==> src/rtl/apb_rb_pkg.sv <==
package apb_rb_pkg;

    typedef enum logic [1:0] {
        ST_IDLE  = 2'd0,
        ST_WAIT  = 2'd1,
        ST_READY = 2'd2
    } apb_state_e;

    localparam int unsigned CTRL_OFS = 32'h000;
    localparam int unsigned STAT_OFS = 32'h004;
    localparam int unsigned SCR_BASE = 32'h008;
    localparam int unsigned WORD_BYTES = 4;

endpackage

==> src/rtl/apb_rb_fsm.sv <==
module apb_rb_fsm
    import apb_rb_pkg::*;
#(
    parameter int unsigned WAIT_CYCLES = 2
) (
    input  logic clk,
    input  logic preset_n,
    input  logic slv_rst,
    input  logic psel,
    input  logic penable,
    output logic pready,
    output logic busy,
    output logic xfer_done
);

    localparam int unsigned CNT_W = (WAIT_CYCLES > 1) ? $clog2(WAIT_CYCLES) : 1;
    localparam logic [CNT_W-1:0] LAST_CNT =
        CNT_W'((WAIT_CYCLES > 0) ? WAIT_CYCLES - 1 : 0);

    apb_state_e state_q, state_d;
    logic [CNT_W-1:0] cnt_q;
    logic busy_q;

    // next-state logic
    always_comb begin
        state_d = state_q;
        unique case (state_q)
            ST_IDLE: begin
                if (psel && !penable)
                    state_d = (WAIT_CYCLES == 0) ? ST_READY : ST_WAIT;
            end
            ST_WAIT: begin
                if (!psel)
                    state_d = ST_IDLE;
                else if (penable && cnt_q == LAST_CNT)
                    state_d = ST_READY;
            end
            ST_READY: state_d = ST_IDLE;
            default:  state_d = ST_IDLE;
        endcase
    end

    // state register and wait counter
    always_ff @(posedge clk or negedge preset_n) begin
        if (!preset_n) begin
            state_q <= ST_IDLE;
            cnt_q   <= '0;
        end else if (slv_rst) begin
            state_q <= ST_IDLE;
            cnt_q   <= '0;
        end else begin
            state_q <= state_d;
            if (state_q == ST_WAIT && psel && penable)
                cnt_q <= cnt_q + 1'b1;
            else
                cnt_q <= '0;
        end
    end

    // outputs
    always_ff @(posedge clk or negedge preset_n) begin
        if (!preset_n)
            busy_q <= 1'b0;
        else if (slv_rst)
            busy_q <= 1'b0;
        else
            busy_q <= (state_d == ST_WAIT) || (state_d == ST_READY && busy_q);
    end

    always_comb begin
        pready    = (state_q == ST_READY);
        xfer_done = pready && psel && penable;
        busy      = busy_q;
    end

    // independent access-cycle counter for the wait-length check
    logic [31:0] chk_acc;
    always_ff @(posedge clk or negedge preset_n) begin
        if (!preset_n)
            chk_acc <= '0;
        else if (slv_rst || xfer_done || !psel)
            chk_acc <= '0;
        else if (psel && penable)
            chk_acc <= chk_acc + 1;
    end


    wait_len_chk: assert property (@(posedge clk) disable iff (!preset_n || slv_rst)
        (pready && psel && penable) |-> (chk_acc == WAIT_CYCLES));


    ready_pulse_chk: assert property (@(posedge clk) disable iff (!preset_n)
        pready |=> !pready);


    abort_idle_chk: assert property (@(posedge clk) disable iff (!preset_n)
        (!psel && !slv_rst) |=> !pready);

endmodule

==> src/rtl/apb_rb_decode.sv <==
module apb_rb_decode
    import apb_rb_pkg::*;
#(
    parameter int unsigned ADDR_W      = 10,
    parameter int unsigned NUM_SCRATCH = 2
) (
    input  logic [ADDR_W-1:0]      addr,
    output logic                   sel_ctrl,
    output logic                   sel_stat,
    output logic [NUM_SCRATCH-1:0] sel_scr
);

    assign sel_ctrl = (addr == ADDR_W'(CTRL_OFS));
    assign sel_stat = (addr == ADDR_W'(STAT_OFS));

    for (genvar k = 0; k < NUM_SCRATCH; k++) begin : g_scr_dec
        assign sel_scr[k] = (addr == ADDR_W'(SCR_BASE + WORD_BYTES * k));
    end

endmodule

==> src/rtl/apb_rb_regfile.sv <==
module apb_rb_regfile #(
    parameter int unsigned DATA_W      = 32,
    parameter int unsigned NUM_SCRATCH = 2
) (
    input  logic                   clk,
    input  logic                   preset_n,
    input  logic                   slv_rst,
    input  logic                   wr_en,
    input  logic                   rd_en,
    input  logic                   sel_ctrl,
    input  logic                   sel_stat,
    input  logic [NUM_SCRATCH-1:0] sel_scr,
    input  logic [DATA_W-1:0]      wdata,
    input  logic                   busy,
    output logic [DATA_W-1:0]      rdata,
    output logic [DATA_W-1:0]      ctrl_q
);

    logic [DATA_W-1:0] scr_q [NUM_SCRATCH];
    logic [DATA_W-1:0] stat_word;

    always_ff @(posedge clk or negedge preset_n) begin
        if (!preset_n)
            ctrl_q <= '0;
        else if (slv_rst)
            ctrl_q <= '0;
        else if (wr_en && sel_ctrl)
            ctrl_q <= wdata;
    end

    for (genvar k = 0; k < NUM_SCRATCH; k++) begin : g_scr
        always_ff @(posedge clk or negedge preset_n) begin
            if (!preset_n)
                scr_q[k] <= '0;
            else if (slv_rst)
                scr_q[k] <= '0;
            else if (wr_en && sel_scr[k])
                scr_q[k] <= wdata;
        end


        scr_rst_chk: assert property (@(posedge clk) disable iff (!preset_n)
            slv_rst |=> (scr_q[k] == '0));


        scr_hold_chk: assert property (@(posedge clk) disable iff (!preset_n)
            (!(wr_en && sel_scr[k]) && !slv_rst) |=> $stable(scr_q[k]));
    end

    assign stat_word = {{(DATA_W-2){1'b0}}, busy, ctrl_q[0]};

    always_comb begin
        rdata = '0;
        if (rd_en) begin
            if (sel_ctrl) rdata = ctrl_q;
            if (sel_stat) rdata = stat_word;
            for (int k = 0; k < NUM_SCRATCH; k++)
                if (sel_scr[k]) rdata = scr_q[k];
        end
    end


    ctrl_write_chk: assert property (@(posedge clk) disable iff (!preset_n)
        (wr_en && sel_ctrl && !slv_rst) |=> (ctrl_q == $past(wdata)));


    ctrl_hold_chk: assert property (@(posedge clk) disable iff (!preset_n)
        (!(wr_en && sel_ctrl) && !slv_rst) |=> $stable(ctrl_q));


    ctrl_rst_chk: assert property (@(posedge clk) disable iff (!preset_n)
        slv_rst |=> (ctrl_q == '0));

endmodule

==> src/rtl/apb_ctrl_regbank.sv <==
module apb_ctrl_regbank
    import apb_rb_pkg::*;
#(
    parameter int unsigned ADDR_W      = 10,
    parameter int unsigned DATA_W      = 32,
    parameter int unsigned WAIT_CYCLES = 2,
    parameter int unsigned NUM_SCRATCH = 2
) (
    input  logic              pclk,
    input  logic              preset_n,
    input  logic              slv_rst,
    input  logic              psel,
    input  logic              penable,
    input  logic              pwrite,
    input  logic [ADDR_W-1:0] paddr,
    input  logic [DATA_W-1:0] pwdata,
    output logic [DATA_W-1:0] prdata,
    output logic              pready,
    output logic              periph_en
);

    logic                   busy;
    logic                   xfer_done;
    logic                   wr_en;
    logic                   rd_en;
    logic                   sel_ctrl;
    logic                   sel_stat;
    logic [NUM_SCRATCH-1:0] sel_scr;
    logic [DATA_W-1:0]      ctrl_q;

    apb_rb_fsm #(
        .WAIT_CYCLES(WAIT_CYCLES)
    ) u_fsm (
        .clk      (pclk),
        .preset_n (preset_n),
        .slv_rst  (slv_rst),
        .psel     (psel),
        .penable  (penable),
        .pready   (pready),
        .busy     (busy),
        .xfer_done(xfer_done)
    );

    apb_rb_decode #(
        .ADDR_W     (ADDR_W),
        .NUM_SCRATCH(NUM_SCRATCH)
    ) u_dec (
        .addr    (paddr),
        .sel_ctrl(sel_ctrl),
        .sel_stat(sel_stat),
        .sel_scr (sel_scr)
    );

    assign wr_en = xfer_done && pwrite;
    assign rd_en = xfer_done && !pwrite;

    apb_rb_regfile #(
        .DATA_W     (DATA_W),
        .NUM_SCRATCH(NUM_SCRATCH)
    ) u_regs (
        .clk     (pclk),
        .preset_n(preset_n),
        .slv_rst (slv_rst),
        .wr_en   (wr_en),
        .rd_en   (rd_en),
        .sel_ctrl(sel_ctrl),
        .sel_stat(sel_stat),
        .sel_scr (sel_scr),
        .wdata   (pwdata),
        .busy    (busy),
        .rdata   (prdata),
        .ctrl_q  (ctrl_q)
    );

    assign periph_en = ctrl_q[0];


    rdata_quiet_chk: assert property (@(posedge pclk) disable iff (!preset_n)
        !pready |-> (prdata == '0));


    en_follow_chk: assert property (@(posedge pclk) disable iff (!preset_n)
        (xfer_done && pwrite && sel_ctrl && !slv_rst) |=> (periph_en == $past(pwdata[0])));

endmodule

==> config.mk <==
export PLATFORM = sky130hd
export DESIGN_NAME = apb_ctrl_regbank
export DESIGN_NICKNAME = d
export VERILOG_FILES = /design/src/rtl/apb_rb_pkg.sv /design/src/rtl/apb_rb_fsm.sv /design/src/rtl/apb_rb_decode.sv /design/src/rtl/apb_rb_regfile.sv /design/src/rtl/apb_ctrl_regbank.sv
export SDC_FILE = /design/constraint.sdc
export NUM_CORES = 1
export LEC_CHECK = 0
export ABC_AREA = 1
export BUFFER_PORTS_ARGS = -buffer_cell sky130_fd_sc_hd__buf_2
export CAP_MARGIN = 20
export CORE_MARGIN = 3
export CORE_UTILIZATION = 25
export CTS_BUF_LIST = sky130_fd_sc_hd__clkbuf_8
export DETAILED_ROUTE_END_ITERATION = 8
export GPL_TIMING_DRIVEN = 1
export PLACE_DENSITY = 0.43
export SYNTH_ARGS = -nofsm -noshare
export SYNTH_HDL_FRONTEND = slang
export SYNTH_HIERARCHICAL = 1
export SYNTH_SLANG_ARGS = --single-unit
export TNS_END_PERCENT = 1
==> constraint.sdc <==
create_clock -name pclk -period 1.9 [get_ports pclk]
set_input_delay 0.38 -clock pclk [delete_from_list [all_inputs] [get_ports pclk]]
set_output_delay 0.38 -clock pclk [all_outputs]
set_load 0.01 [all_outputs]
-- Word level (Yosys, flattened, before mapping)
Cells that the tools add are included.
- register bits after elaboration: 100
- bits in latches: 0
- bits in writable memories: 0
- ROM bits: 0
- logic and storage cells: 53
- memories: 0
- add/sub/neg operators: 1
- $mul: 0
- div/mod/pow operators: 0
- $lt $le $gt $ge: 0
- equality and inequality tests: 7
- shift-type cells: 0
- mux-type cells: 19
- bitwise logic cells: 0
- reduce and logical (&&, ||, !) cells: 20
- operators by type and width (kind ; number):
    $mux 32 ; 11
    $eq 10x4->1 const B ; 2
    $logic_and 1x1->1 ; 12
    $eq 10x3->1 const B ; 1
    $logic_not 10->1 ; 1
    $mux 2 ; 4
    $reduce_bool 2->1 ; 3
    $eq 2x1->1 const B ; 2
    $eq 2x2->1 const B ; 2
    $pmux 2 s2 ; 1
    $mux 1 ; 3
    $logic_not 1->1 ; 2
    $logic_not 2->1 ; 1
    $add 1x1->1 const B ; 1
    $logic_or 1x1->1 ; 1

-- Depth between registers and ports, before layout
- word-level depth: 8
- mapped depth: 10

-- Cells and area by module
Netlist, hierarchy kept.
- by module, submodules not included (module ; times used ; cells an instance ; area each (um^2) ; seq. area each (um^2)):
    apb_rb_regfile ; 1 ; 645 ; 4839.6 ; 2402.3
    apb_rb_fsm ; 1 ; 28 ; 198.9 ; 100.1
    apb_rb_decode ; 1 ; 16 ; 65.1 ; 0.0
    apb_ctrl_regbank ; 1 ; 4 ; 17.5 ; 0.0

-- Least setup slack after synthesis
No wires, ideal clock.
- path type: input to output
- start point: in paddr[5]
- end point: out prdata[11]
- data arrival time: 1.550 ns
- setup slack: -0.030 ns
- stages: 8
- buffers on the path: 1
- cell sequence: nor2_1 nand2_1 nor3_1 inv_2 nor2_4 buf_2 nand3_1 a21oi_1
- word-level cells in the longest chain between the ends: 6
- ends and longest elaborated chain (what ; RTL line ; text):
    from (decl) ; apb_ctrl_regbank.sv:15 ; input logic [ADDR_W-1:0] paddr,
    $logic_not 10->1 ; apb_rb_decode.sv:13 ; assign sel_ctrl = (addr == ADDR_W'(CTRL_OFS));
    via sel_ctrl ; apb_ctrl_regbank.sv:26 ; logic sel_ctrl;
    $mux 32 ; apb_rb_regfile.sv:55 ; if (sel_ctrl) rdata = ctrl_q;
    $mux 32 ; apb_rb_regfile.sv:56 ; if (sel_stat) rdata = stat_word;
    $mux 32 (2 in a row) ; apb_rb_regfile.sv:58 ; if (sel_scr[k]) rdata = scr_q[k];
    $mux 32 ; apb_rb_regfile.sv:54 ; if (rd_en) begin
    to (decl) ; apb_ctrl_regbank.sv:17 ; output logic [DATA_W-1:0] prdata,
The timed path passes the listed nets, and every way through them passes these cells.

-- Worst setup path after layout
- start point: reg u_fsm.state_q[1]
- end point: out prdata[2]
- word-level cells in the longest chain between the ends: 5
- ends and longest elaborated chain (what ; RTL line ; text):
    from (decl) ; apb_rb_fsm.sv:20 ; apb_state_e state_q, state_d;
    from (signal assigned) ; apb_rb_fsm.sv:52 ; state_q <= state_d;
    $eq 2x2->1 ; apb_rb_fsm.sv:71 ; pready = (state_q == ST_READY);
    $logic_and 1x1->1 (2 in a row) ; apb_rb_fsm.sv:72 ; xfer_done = pready && psel && penable;
    via xfer_done ; apb_ctrl_regbank.sv:23 ; logic xfer_done;
    $logic_and 1x1->1 ; apb_ctrl_regbank.sv:55 ; assign rd_en = xfer_done && !pwrite;
    via rd_en ; apb_ctrl_regbank.sv:25 ; logic rd_en;
    $mux 32 ; apb_rb_regfile.sv:54 ;
The timed path passes the listed nets, and every way through them passes these cells.

==> impl_metrics.json <==
{
  "status": "finished with violations",
  "violations": "negative setup slack",
  "pin_count": 82,
  "syn_nets": 741,
  "power.leakage_nw": 3.49,
  "power.density_nw_per_um2": 587,
  "root_buffer": "clkbuf_8",
  "crit_type": "register to output port",
  "final_antenna_net_count": 0,
  "path_cells": "inv_2 > or2_4 > nor2_4 > inv_2 > nor2_4 > buf_12 > clkbuf_16 > o21ai_1 > a21oi_1 > buf_2",
  "hp-class": "input port to register",
  "worstRegToRegCells": 11,
  "finalMaxSlewViolations": 0,
  "clock_latency_ps": 390,
  "antenna-diode-count": 0,
  "first_global_vias": 4927,
  "ys_ff_latch": 100,
  "wl_per_cell_um": 16.7,
  "worst-path-max-fanout": 5,
  "skew_ps": 12.3,
  "vias_per_cell": 4.60,
  "cts.reportedPaths.clkPinSlew_ps": 100,
  "synth_xor_area_frac": 0,
  "remaining_drc_errors": 0,
  "p_total_mw": 3.92,
  "yosysSeqAreaShare": 0.489,
  "hold_slack_ps": 298,
  "worstHoldStart": "pwdata[31]",
  "synth_adder_area_share": 0,
  "yosys_warnings": 6,
  "totalWireLength_um": 17700,
  "regArea_um2": 2500,
  "fin_ws_ps": -549,
  "fin_util": 0.338,
  "start_util": 0.259,
  "vdd_drop_max_mv": 0.279,
  "syn_avg_cell_area_um2": 7.39,
  "timing.rr.start": "u_fsm/state_q[1]",
  "fin_crit_sh": 1.29,
  "coreArea_um2": 19800,
  "row_count": 51,
  "slew-limit-headroom": 0.714,
  "io_buffers": 81,
  "fp.dieH_um": 149,
  "final_area_um2": 6680,
  "grt_first_pass_wirelength_um": 28300,
  "muxShareOfSynthArea": 0,
  "finalHoldViolCount": 0,
  "cp_slowest_cell": "dfrtp_1",
  "maxCapViolations": 0,
  "syn-cell-area_um2": 5120,
  "place_ws_ps": -344,
  "setup-tns-final_ps": -14710,
  "track_usage": 0.163,
  "syn_inst": 693,
  "cp-end-kind": "output port",
  "min_period_ps": 2450,
  "critPathRequiredTime_ps": 1520,
  "synth_top_family_by_area": "simple AND/OR/NAND/NOR gates",
  "area_growth_pct": 30.4,
  "r2r-end": "u_regs/scr_q[17]",
  "grt_max_degree": 62,
  "reg2reg_slack_ps": 190,
  "drt_pass1_iterations": 5,
  "critPathLaunchType": "register",
  "placed_area_um2": 6280,
  "worstHoldEndpoint": "u_regs/scr_q[31]",
  "antenna_found_initial": 0,
  "grt_overflow_total": 0,
  "rsz0062_at_grt": "true",
  "cts_buffers": 9,
  "cts_tree": "built",
  "drtIter0Drc": 300,
  "clock_path_buffers": 2,
  "dp_cells": 1043,
  "critPathTopFamily": "buffers and inverters",
  "fmax_mhz": 408,
  "final_cells": 1063,
  "synth_cell_type_count": 19,
  "layout-drive-gt1-share": 0.249,
  "crit_buf_inv": 5,
  "multi_input_area_um2": 2280,
  "place_congestion": 0.733,
  "cp.arrival_ps": 2070,
  "hold_depth": 5,
  "fill_cells": 2186,
  "fp.dieArea_um2": 22200,
  "clock_sinks": 100,
  "synthSimpleGateAreaFrac": 0.328,
  "cts-htree-levels": 3,
  "dpl.hpwl_um": 11500,
  "final_net_count": 841,
  "setup_viol": 32,
  "vias": 4895,
  "die_x_um": 149,
  "critPathMaxStageDelay_ps": 400,
  "synth_compound_area_frac": 0.0938,
  "tightest_slew_ps": 429
}
Yosys cell counts:
cell type | n | area share
buf_4 | 5 | 0.0073
inv_2 | 6 | 0.0044
buf_2 | 36 | 0.035
nor2_4 | 1 | 0.0022
inv_4 | 1 | 0.0012
dfrtp_1 | 100 | 0.49
nand2_1 | 212 | 0.16
or2_1 | 1 | 0.0012
clkbuf_1 | 9 | 0.0066
nor2_2 | 2 | 0.0024
inv_1 | 42 | 0.031
buf_6 | 2 | 0.0044
a21oi_1 | 64 | 0.063
o21ai_0 | 27 | 0.026
nor2_1 | 42 | 0.031
nor3_1 | 5 | 0.0049
o21ai_1 | 5 | 0.0049
nand2_2 | 3 | 0.0037
nand3_1 | 130 | 0.13
where the power goes:
part / switching [mW] / total [mW] / internal, mW
Sequential: 0.00141 / 2.13 / 2.13
Clock: 0.795 / 1.53 / 0.737
Combinational: 0.174 / 0.259 / 0.0858
Total: 0.971 / 3.92 / 2.95
worst register-to-register path: stages (launching register included):
cell,delay [ps]
dfrtp_1,400
inv_2,50
or2_4,240
nor2_4,90
buf_4,100
nand2_1,60
inv_1,130
nand2_2,130
inv_2,130
buf_12,180
nand2_1,70
nand2_1,60
state kept, by name (all words and copies together), names as in the netlist:
signal,cells
u_fsm/busy,1
u_fsm/state_q,2
u_fsm/cnt_q,1
u_regs/ctrl_q,32
u_regs/scr_q,64
cells by family after synthesis:
| family | Yosys count |
|---|---|
| compound gates | 96 |
| buf+inv | 101 |
| flops | 100 |
| simple gates | 396 |
how the worst max path moves through the flow:
| stage | startpoint | end | slack, ps | depth (start not counted) |
|---|---|---|---|---|
| after global routing | u_fsm/state_q[1] | prdata[15] | -680 | 10 |
| after global placement | paddr[5] | prdata[28] | -360 | 10 |
| after detailed placement | paddr[5] | prdata[14] | -340 | 11 |
| final | u_fsm/state_q[1] | prdata[2] | -550 | 10 |
| after floorplan | paddr[5] | prdata[11] | 30 | 7 |
| after CTS | u_fsm/state_q[1] | prdata[15] | -590 | 10 |
placed cells by master, fill, tap and decap left out, types with 8 or more instances in the layout:
master and n:
nand2_1 212, buf_2 80, buf_12 22, a21oi_2 11, clkbuf_8 9, nor2_1 42
inv_2 8, o21ai_0 10, a21oi_1 53, dfrtp_1 100, o21ai_1 8, o21ai_2 14
nand3_1 130, inv_1 41, buf_4 36
per-layer routing:
metal | part of all wire | vias up | track usage
li1 | - | 2435 | -
met1 | 0.48 | 2327 | 0.236
met2 | 0.46 | 126 | 0.256
met3 | 0.052 | 7 | 0.0362
met4 | 0.0061 | 0 | 0.0247
met5 | 0 | - | 0
area by class of cell:
class	count	area share
Sequential cell	100	0.375
Clock inverter	7	0.0139
Clock buffer	9	0.0185
Timing Repair Buffer	141	0.174
Inverter	49	0.0279
Multi-Input combinational cell	492	0.341
Tap cell	265	0.0497
timing repair:
action                                  CTS  global route
setup buffers                             0             1
pin swaps                                 0             1
gates cloned                              0             2
hold buffers                              1             0
endpoints found under the hold margin    11             0
endpoints found under the setup margin   32            32
gates resized for setup                  14            34
(Power assumes the default switching activity.)
